`src/rtl/txq_pkg.sv`:
```
package txq_pkg;

    // per-ring state
    typedef enum logic [1:0] {
        QS_OFF  = 2'd0,
        QS_RUN  = 2'd1,
        QS_WAIT = 2'd2
    } qstate_e;

    // configuration word layout
    localparam int CFG_W      = 10;
    localparam int CFG_ACT    = 0;
    localparam int CFG_CH_LO  = 1;
    localparam int CFG_SPACE  = 5;
    localparam int CFG_WIN    = 8;
    localparam int CFG_EN_LO  = 10;

    // register regions (upper two address bits)
    localparam logic [1:0] RGN_GLOBAL = 2'd0;
    localparam logic [1:0] RGN_CFG    = 2'd1;
    localparam logic [1:0] RGN_WR     = 2'd2;
    localparam logic [1:0] RGN_RD     = 2'd3;

    // global register offsets inside RGN_GLOBAL
    localparam int GREG_CHEN  = 0;
    localparam int GREG_EMPTY = 1;
    localparam int GREG_IMASK = 2;

    // empty register write-enable field position
    localparam int EMPTY_EN_LO = 16;

endpackage

```
`src/rtl/txq_queue.sv`:
```
module txq_queue
    import txq_pkg::*;
#(
    parameter int IDX_W    = 8,
    parameter int CH_W     = 3,
    parameter int WIN_SIZE = 64
) (
    input  logic             clk,
    input  logic             rst_n,
    input  logic             cfg_we,
    input  logic [CFG_W-1:0] cfg_val,
    input  logic [CFG_W-1:0] cfg_wen,
    input  logic             wr_we,
    input  logic             rd_we,
    input  logic [IDX_W-1:0] ptr_wdata,
    input  logic             empty_we,
    input  logic             empty_wval,
    input  logic             grant_i,
    input  logic             cpl_i,
    output logic [CFG_W-1:0] cfg_o,
    output logic [IDX_W-1:0] wr_o,
    output logic [IDX_W-1:0] rd_o,
    output logic [IDX_W-1:0] nxt_o,
    output logic [CH_W-1:0]  ch_o,
    output logic             empty_o,
    output logic             elig_o,
    output logic             adv_o
);

    localparam int CNT_W = IDX_W + 1;

    qstate_e          state_q, state_d;
    logic [CFG_W-1:0] cfg_q;
    logic [IDX_W-1:0] wr_q, rd_q, nxt_q;
    logic [IDX_W-1:0] in_flight;
    logic [IDX_W-1:0] rd_inc;
    logic             empty_q;
    logic             active, win_mode, space_ok, pending, room, cpl_ok;

    assign active    = cfg_q[CFG_ACT];
    assign win_mode  = cfg_q[CFG_WIN];
    assign space_ok  = cfg_q[CFG_SPACE];
    assign in_flight = nxt_q - rd_q;
    assign rd_inc    = rd_q + 1'b1;
    assign pending   = (nxt_q != wr_q);
    assign room      = ({1'b0, in_flight} < CNT_W'(WIN_SIZE));
    assign cpl_ok    = cpl_i && (nxt_q != rd_q);

    // state register
    always_ff @(posedge clk or negedge rst_n) begin
        if (!rst_n) state_q <= QS_OFF;
        else        state_q <= state_d;
    end

    // next-state logic
    always_comb begin
        state_d = state_q;
        unique case (state_q)
            QS_OFF:  if (active) state_d = QS_RUN;
            QS_RUN: begin
                if (!active)                    state_d = QS_OFF;
                else if (grant_i && !win_mode)  state_d = QS_WAIT;
            end
            QS_WAIT: begin
                if (!active)              state_d = QS_OFF;
                else if (cpl_ok || rd_we) state_d = QS_RUN;
            end
            default: state_d = QS_OFF;
        endcase
    end

    // outputs from state
    always_comb begin
        elig_o = 1'b0;
        unique case (state_q)
            QS_RUN: begin
                if (win_mode) elig_o = space_ok && pending && !empty_q && room;
                else          elig_o = pending && !empty_q;
            end
            QS_OFF, QS_WAIT: elig_o = 1'b0;
            default:         elig_o = 1'b0;
        endcase
    end

    // configuration with per-bit write enables
    always_ff @(posedge clk or negedge rst_n) begin
        if (!rst_n)      cfg_q <= '0;
        else if (cfg_we) cfg_q <= (cfg_q & ~cfg_wen) | (cfg_val & cfg_wen);
    end

    // indices
    always_ff @(posedge clk or negedge rst_n) begin
        if (!rst_n) begin
            wr_q  <= '0;
            rd_q  <= '0;
            nxt_q <= '0;
        end else begin
            if (wr_we) wr_q <= ptr_wdata;
            if (rd_we) begin
                rd_q  <= ptr_wdata;
                nxt_q <= ptr_wdata;
            end else begin
                if (cpl_ok)  rd_q  <= rd_inc;
                if (grant_i) nxt_q <= nxt_q + 1'b1;
            end
        end
    end

    // empty flag: host override first, then index events
    always_ff @(posedge clk or negedge rst_n) begin
        if (!rst_n)        empty_q <= 1'b1;
        else if (empty_we) empty_q <= empty_wval;
        else if (wr_we)    empty_q <= (ptr_wdata == rd_q);
        else if (rd_we)    empty_q <= (ptr_wdata == wr_q);
        else if (cpl_ok)   empty_q <= (rd_inc == wr_q);
    end

    assign cfg_o   = cfg_q;
    assign wr_o    = wr_q;
    assign rd_o    = rd_q;
    assign nxt_o   = nxt_q;
    assign ch_o    = cfg_q[CFG_CH_LO +: CH_W];
    assign empty_o = empty_q;
    assign adv_o   = cpl_ok;


    win_bound_chk: assert property (@(posedge clk) disable iff (!rst_n)
        int'(in_flight) <= WIN_SIZE);


    rd_step_chk: assert property (@(posedge clk) disable iff (!rst_n)
        (cpl_ok && !rd_we) |=> (rd_q == IDX_W'($past(rd_q) + 1'b1)));


    fifo_gap_chk: assert property (@(posedge clk) disable iff (!rst_n)
        (grant_i && !win_mode) |=> !grant_i);

endmodule

```
`src/rtl/txq_arb.sv`:
```
module txq_arb #(
    parameter int NUM_Q  = 16,
    parameter int NUM_CH = 8,
    parameter int QW     = $clog2(NUM_Q),
    parameter int CH_W   = $clog2(NUM_CH)
) (
    input  logic              clk,
    input  logic              rst_n,
    input  logic [NUM_Q-1:0]  elig_i,
    input  logic [CH_W-1:0]   ch_of_i [NUM_Q],
    input  logic [NUM_CH-1:0] chen_i,
    input  logic [NUM_CH-1:0] ready_i,
    output logic              sel_valid_o,
    output logic [CH_W-1:0]   sel_ch_o,
    output logic [QW-1:0]     sel_q_o,
    output logic [NUM_Q-1:0]  gnt_vec_o
);

    logic [NUM_CH-1:0] ch_found;
    logic [QW-1:0]     ch_pick [NUM_CH];
    logic [NUM_CH-1:0] ch_live;

    for (genvar c = 0; c < NUM_CH; c++) begin : g_ch
        logic [QW-1:0] last_q;
        logic          found;
        logic [QW-1:0] pick;

        // round-robin search starting after the last granted ring
        always_comb begin
            found = 1'b0;
            pick  = '0;
            for (int k = 1; k <= NUM_Q; k++) begin
                if (!found && elig_i[(int'(last_q) + k) % NUM_Q] &&
                    ch_of_i[(int'(last_q) + k) % NUM_Q] == CH_W'(c)) begin
                    found = 1'b1;
                    pick  = QW'((int'(last_q) + k) % NUM_Q);
                end
            end
        end

        always_ff @(posedge clk or negedge rst_n) begin
            if (!rst_n)
                last_q <= QW'(NUM_Q - 1);
            else if (sel_valid_o && sel_ch_o == CH_W'(c))
                last_q <= sel_q_o;
        end

        assign ch_found[c] = found;
        assign ch_pick[c]  = pick;
    end

    assign ch_live = ch_found & chen_i & ready_i;

    // fixed priority across channels: highest number wins
    always_comb begin
        sel_valid_o = 1'b0;
        sel_ch_o    = '0;
        sel_q_o     = '0;
        for (int c = 0; c < NUM_CH; c++) begin
            if (ch_live[c]) begin
                sel_valid_o = 1'b1;
                sel_ch_o    = CH_W'(c);
                sel_q_o     = ch_pick[c];
            end
        end
    end

    always_comb begin
        gnt_vec_o = '0;
        if (sel_valid_o) gnt_vec_o[sel_q_o] = 1'b1;
    end


    prio_top_chk: assert property (@(posedge clk) disable iff (!rst_n)
        sel_valid_o |-> ((ch_live >> sel_ch_o) >> 1) == '0);


    sel_match_chk: assert property (@(posedge clk) disable iff (!rst_n)
        sel_valid_o |-> (elig_i[sel_q_o] && ch_of_i[sel_q_o] == sel_ch_o));

endmodule

```
`src/rtl/txq_sched_top.sv`:
```
module txq_sched_top
    import txq_pkg::*;
#(
    parameter int NUM_Q    = 16,
    parameter int NUM_CH   = 8,
    parameter int IDX_W    = 8,
    parameter int WIN_SIZE = 64,
    parameter int QW       = $clog2(NUM_Q),
    parameter int AW       = QW + 2
) (
    input  logic              clk,
    input  logic              rst_n,
    input  logic              reg_we,
    input  logic [AW-1:0]     reg_addr,
    input  logic [31:0]       reg_wdata,
    output logic [31:0]       reg_rdata,
    input  logic [NUM_CH-1:0] ch_ready_i,
    input  logic              cpl_valid_i,
    input  logic [QW-1:0]     cpl_q_i,
    output logic [NUM_CH-1:0] gnt_ch_o,
    output logic [QW-1:0]     gnt_q_o,
    output logic [IDX_W-1:0]  gnt_idx_o,
    output logic [NUM_Q-1:0]  irq_o
);

    localparam int CH_W = $clog2(NUM_CH);

    logic [1:0]        rgn;
    logic [QW-1:0]     slot;
    logic [NUM_CH-1:0] chen_q;
    logic [NUM_Q-1:0]  imask_q;
    logic              chen_we, imask_we, empty_we;

    logic [CFG_W-1:0]  q_cfg  [NUM_Q];
    logic [IDX_W-1:0]  q_wr   [NUM_Q];
    logic [IDX_W-1:0]  q_rd   [NUM_Q];
    logic [IDX_W-1:0]  q_nxt  [NUM_Q];
    logic [CH_W-1:0]   q_ch   [NUM_Q];
    logic [NUM_Q-1:0]  q_empty, q_elig, q_adv;

    logic              sel_valid;
    logic [CH_W-1:0]   sel_ch;
    logic [QW-1:0]     sel_q;
    logic [NUM_Q-1:0]  gnt_vec;

    assign rgn      = reg_addr[AW-1 -: 2];
    assign slot     = reg_addr[QW-1:0];
    assign chen_we  = reg_we && rgn == RGN_GLOBAL && int'(slot) == GREG_CHEN;
    assign empty_we = reg_we && rgn == RGN_GLOBAL && int'(slot) == GREG_EMPTY;
    assign imask_we = reg_we && rgn == RGN_GLOBAL && int'(slot) == GREG_IMASK;

    always_ff @(posedge clk or negedge rst_n) begin
        if (!rst_n) begin
            chen_q  <= '0;
            imask_q <= '0;
        end else begin
            if (chen_we)  chen_q  <= reg_wdata[NUM_CH-1:0];
            if (imask_we) imask_q <= reg_wdata[NUM_Q-1:0];
        end
    end

    for (genvar q = 0; q < NUM_Q; q++) begin : g_q
        txq_queue #(
            .IDX_W   (IDX_W),
            .CH_W    (CH_W),
            .WIN_SIZE(WIN_SIZE)
        ) u_queue (
            .clk       (clk),
            .rst_n     (rst_n),
            .cfg_we    (reg_we && rgn == RGN_CFG && slot == QW'(q)),
            .cfg_val   (reg_wdata[CFG_W-1:0]),
            .cfg_wen   (reg_wdata[CFG_EN_LO +: CFG_W]),
            .wr_we     (reg_we && rgn == RGN_WR && slot == QW'(q)),
            .rd_we     (reg_we && rgn == RGN_RD && slot == QW'(q)),
            .ptr_wdata (reg_wdata[IDX_W-1:0]),
            .empty_we  (empty_we && reg_wdata[EMPTY_EN_LO + q]),
            .empty_wval(reg_wdata[q]),
            .grant_i   (gnt_vec[q]),
            .cpl_i     (cpl_valid_i && cpl_q_i == QW'(q)),
            .cfg_o     (q_cfg[q]),
            .wr_o      (q_wr[q]),
            .rd_o      (q_rd[q]),
            .nxt_o     (q_nxt[q]),
            .ch_o      (q_ch[q]),
            .empty_o   (q_empty[q]),
            .elig_o    (q_elig[q]),
            .adv_o     (q_adv[q])
        );
    end

    txq_arb #(
        .NUM_Q (NUM_Q),
        .NUM_CH(NUM_CH),
        .QW    (QW),
        .CH_W  (CH_W)
    ) u_arb (
        .clk        (clk),
        .rst_n      (rst_n),
        .elig_i     (q_elig),
        .ch_of_i    (q_ch),
        .chen_i     (chen_q),
        .ready_i    (ch_ready_i),
        .sel_valid_o(sel_valid),
        .sel_ch_o   (sel_ch),
        .sel_q_o    (sel_q),
        .gnt_vec_o  (gnt_vec)
    );

    // registered grant and interrupt outputs
    always_ff @(posedge clk or negedge rst_n) begin
        if (!rst_n) begin
            gnt_ch_o  <= '0;
            gnt_q_o   <= '0;
            gnt_idx_o <= '0;
            irq_o     <= '0;
        end else begin
            gnt_ch_o  <= sel_valid ? (NUM_CH'(1) << sel_ch) : '0;
            gnt_q_o   <= sel_q;
            gnt_idx_o <= q_nxt[sel_q];
            irq_o     <= q_adv & imask_q;
        end
    end

    // register read-back
    always_comb begin
        reg_rdata = '0;
        unique case (rgn)
            RGN_GLOBAL: begin
                if (int'(slot) == GREG_CHEN)  reg_rdata[NUM_CH-1:0] = chen_q;
                if (int'(slot) == GREG_EMPTY) reg_rdata[NUM_Q-1:0]  = q_empty;
                if (int'(slot) == GREG_IMASK) reg_rdata[NUM_Q-1:0]  = imask_q;
            end
            RGN_CFG: reg_rdata[CFG_W-1:0] = q_cfg[slot];
            RGN_WR:  reg_rdata[IDX_W-1:0] = q_wr[slot];
            RGN_RD:  reg_rdata[IDX_W-1:0] = q_rd[slot];
            default: reg_rdata = '0;
        endcase
    end


    one_grant_chk: assert property (@(posedge clk) disable iff (!rst_n)
        $onehot0(gnt_ch_o));


    gnt_chen_chk: assert property (@(posedge clk) disable iff (!rst_n)
        (|gnt_ch_o) |-> ((gnt_ch_o & $past(chen_q)) != '0));


    irq_mask_chk: assert property (@(posedge clk) disable iff (!rst_n)
        (irq_o & ~$past(imask_q)) == '0);

endmodule

```
`config.mk`:
```
export PLATFORM = sky130hd
export DESIGN_NAME = txq_sched_top
export DESIGN_NICKNAME = d
export VERILOG_FILES = /design/src/rtl/txq_pkg.sv /design/src/rtl/txq_queue.sv /design/src/rtl/txq_arb.sv /design/src/rtl/txq_sched_top.sv
export SDC_FILE = /design/constraint.sdc
export NUM_CORES = 2
export LEC_CHECK = 0
export ABC_AREA = 1
export BUFFER_PORTS_ARGS = -buffer_cell sky130_fd_sc_hd__buf_2
export CORE_MARGIN = 2
export CORE_UTILIZATION = 45
export CTS_CLUSTER_DIAMETER = 200
export DETAILED_ROUTE_END_ITERATION = 6
export HOLD_SLACK_MARGIN = 0.08
export PLACE_DENSITY = 0.61
export SLEW_MARGIN = 20
export SYNTH_ARGS = -nofsm -noshare
export SYNTH_HDL_FRONTEND = slang
export SYNTH_SLANG_ARGS = --single-unit
export TNS_END_PERCENT = 100
```
`constraint.sdc`:
```
create_clock -name clk -period 11.5 [get_ports clk]
set_input_delay 2.3 -clock clk [delete_from_list [all_inputs] [get_ports clk]]
set_output_delay 2.3 -clock clk [all_outputs]
set_load 0.05 [all_outputs]
```
==> flow_summary.yaml <==
run_status:
  status: "finished, violations left"
  violations: "DRC"
routing:
  antenna_left: 0
  wl_per_cell_um: 26.5
  avgViaCountPerCell: 6.08
  drt_iter0_drc: 12426
  drt-total-wl_um: 385000
  num_vias: 88317
  first_pass_iters: 7
  drc: 17
sta:
  slew_viol_final: 0
  hold_viol_final: 0
  max_freq_mhz: 102
  setup_violations: 0
  max_slew_margin_pct: 13.9
  min_period_over_period_pct: 85.3
  rsz0062_at_grt: "false"
  setup_tns_ps: 0
  worst_slack_ps: 1690
  whs_ps: 488
  skew_ps: 53.7
  fin_crit_ps: 9810
  worstMarginPinSlew_ps: 1280
global_route:
  grt_pass1_vias: 79077
  overflow: 0
  grt_pass1_wl_um: 547000
  grt_max_degree: 168
  use_met3_pct: 10.5
  grt_usage_pct: 43.9
  met2_usage_pct: 65.3
  grt.busiest_layer: "met2"
  use_met1_pct: 55.4
  antenna_found_initial: 24
cts:
  post-cts-setup-buffers: 0
  cts_tree: "done"
  htreeDepth: 3
  clkTransAtPathRegs_ps: 60
  root_buffer: "clkbuf_16"
  cts_buffers: 88
  clk_latency_ps: 750
  clock-sinks: 684
  cts_buffer_depth: 3
  post_cts_resized: 0
  cts_hold_buf: 0
synth:
  ys.flop_type: "dfrtp_1"
  syn_inst: 12557
  yosysSeqAreaShare_pct: 23.0
  synth_area_um2: 74700
  synth-edff-count: 0
  synth_cell_types: 89
  synth.avg_cell_area_um2: 5.95
  yosys_warnings: 0
  synth-seq-cells: 684
  async_flop_share_pct: 100
placement:
  dpl_cell_area_um2: 76400
  io_buffers: 105
  dp_slack_ps: 2370
  dp.cells: 14338
  hpwl_um: 281000
  place_congestion: 1.09
layout:
  final_area_um2: 79600
  final_common_cell: "nand2_1"
  fin_cells: 14515
  mostFrequentLayoutCells: "nand2_1, o21ai_0, inv_1"
  syn_to_final_growth_pct: 6.52
  utilization_pct: 48.2
  fin_nets: 12494
  drive_above_1_share_pct: 6.18
setup_path:
  regToRegEndpoint: "g_q[8].u_queue.nxt_o[7]$_DFFE_PN0P_"
  critPathCaptureType: "flop"
  crit_fanout: 62
  regToRegSetupSlack_ps: 1690
  r2r-start: "u_arb.g_ch[1].last_q[0]$_DFFE_PN1P_"
  max_stage_delay_ps: 920
  worstSetupPathType: "flop to flop"
  crit_slowest_cell: "dfstp_4"
  rr_worst_depth: 34
  cp-start-kind: "flop"
  required_ps: 12070
  critPathMostFrequentCell: "nand2_1"
  arrival_ps: 10380
floorplanning:
  ios: 122
  dieArea_um2: 169000
  start_util_pct: 45.3
  chipWidth_um: 411
  core_um2: 165000
  row_count: 149
  die_h_um: 411
power:
  swShare_pct: 58.1
  switchingPower_mw: 12.4
  intPower_mw: 8.93
  clkPwrFrac_pct: 14.6
  pwr-share-comb_pct: 65.9
  power_mw: 21.3
  total_leakage_power_nw: 36.6
  ir_worst_vdd_v: 0.000199
  powerDensity_nw_per_um2: 268
  seq_power_share_pct: 19.5
min_path:
  holdCritPathClass: "flop to flop"
  whs_path_depth: 2
flow_run:
  drv_cap: 0
cell usage after synthesis (23+ instances only):
| library cell | number | area [um^2] |
|---|---|---|
| mux2i_1 | 85 | 851 |
| a21oi_1 | 251 | 1260 |
| o21ai_1 | 184 | 921 |
| xor2_1 | 319 | 2790 |
| buf_2 | 124 | 621 |
| clkinv_1 | 36 | 135 |
| nor4_1 | 44 | 275 |
| dfstp_2 | 48 | 1260 |
| inv_1 | 1268 | 4760 |
| nor2_1 | 849 | 3190 |
| or2_2 | 51 | 319 |
| clkbuf_1 | 455 | 1710 |
| dfrtp_1 | 636 | 15900 |
| buf_4 | 35 | 263 |
| nand4_1 | 205 | 1280 |
| o22ai_1 | 121 | 757 |
| inv_2 | 41 | 154 |
| buf_6 | 25 | 282 |
| a22oi_1 | 74 | 556 |
| nor3_1 | 130 | 651 |
| o221ai_1 | 38 | 333 |
| o21ai_0 | 1997 | 9990 |
| o21a_1 | 32 | 240 |
| nand3_1 | 605 | 3030 |
| ha_1 | 200 | 2500 |
| nand2_2 | 37 | 231 |
| a31oi_1 | 43 | 269 |
| nand2_1 | 4019 | 15100 |
| nand3b_1 | 32 | 240 |
| xnor2_1 | 86 | 753 |
| a2111oi_0 | 23 | 201 |
| buf_1 | 59 | 221 |
| o211ai_1 | 44 | 330 |
| o2111ai_1 | 80 | 701 |
critical path, delay by kind of cell (launching register included):
kind / cells / cell delay [ps]
AOI/OAI and AO/OA: 10 / 2390
and+or+nand+nor: 18 / 3450
adders and majority gates: 1 / 520
DFF: 1 / 920
buffers and inverters: 5 / 2300
layer usage:
metal,part of all wire (%),wire (um),vias to the layer above
met5,0.067,259,-
met4,8.6,33200,35
met1,38,147000,40923
met3,11,43200,1324
li1,-,-,40685
met2,42,161000,5350
cell families after synthesis:
group | Yosys count | synth area share [%]
buf+inv | 2050 | 11.0
xor+xnor | 410 | 4.87
mux | 86 | 1.15
simple gates | 6087 | 34.0
other cells | 1 | 0.00502
compound gates | 3039 | 22.7
flops | 684 | 23.0
fa+ha+maj | 200 | 3.35
how the worst max path moves through the flow:
stage	start	end	slack (ps)	cells after the start
3_5_place_dp	u_arb.g_ch[1].last_q[0]$_DFFE_PN1P_	g_q[8].u_queue.nxt_o[4]$_DFFE_PN0P_	2370	33
6_report	u_arb.g_ch[1].last_q[0]$_DFFE_PN1P_	g_q[8].u_queue.nxt_o[7]$_DFFE_PN0P_	1690	34
3_3_place_gp	u_arb.g_ch[0].last_q[1]$_DFFE_PN1P_	g_q[8].u_queue.nxt_o[0]$_DFFE_PN0P_	2580	36
5_1_grt	u_arb.g_ch[1].last_q[0]$_DFFE_PN1P_	g_q[8].u_queue.nxt_o[1]$_DFFE_PN0P_	1050	35
4_1_cts	u_arb.g_ch[1].last_q[0]$_DFFE_PN1P_	g_q[8].u_queue.nxt_o[7]$_DFFE_PN0P_	2360	33
2_1_floorplan	reg_addr[2]	reg_rdata[8]	4550	8
layout make-up:
class | instances | area (um^2)
timing repair buffer | 280 | 1870
antenna | 12 | 30.0
multi-input combinational | 9838 | 49500
clock inverter | 44 | 673
clock buffer | 120 | 2500
fill | 17590 | 85400
inverter | 1348 | 5070
tap | 2189 | 2740
sequential | 684 | 17200
power groups by stage:
stage | Clock, mW | Sequential (mW) | Combinational, mW
floorplan | 0 | 3.53 | 10.0
global placement | 0 | 4.12 | 13.4
detailed placement | 0 | 4.12 | 13.6
CTS | 3.13 | 4.08 | 13.6
global route | 3.21 | 4.18 | 15.4
finish | 3.12 | 4.15 | 14.1
No activity file was read; power rests on OpenSTA's default activity.
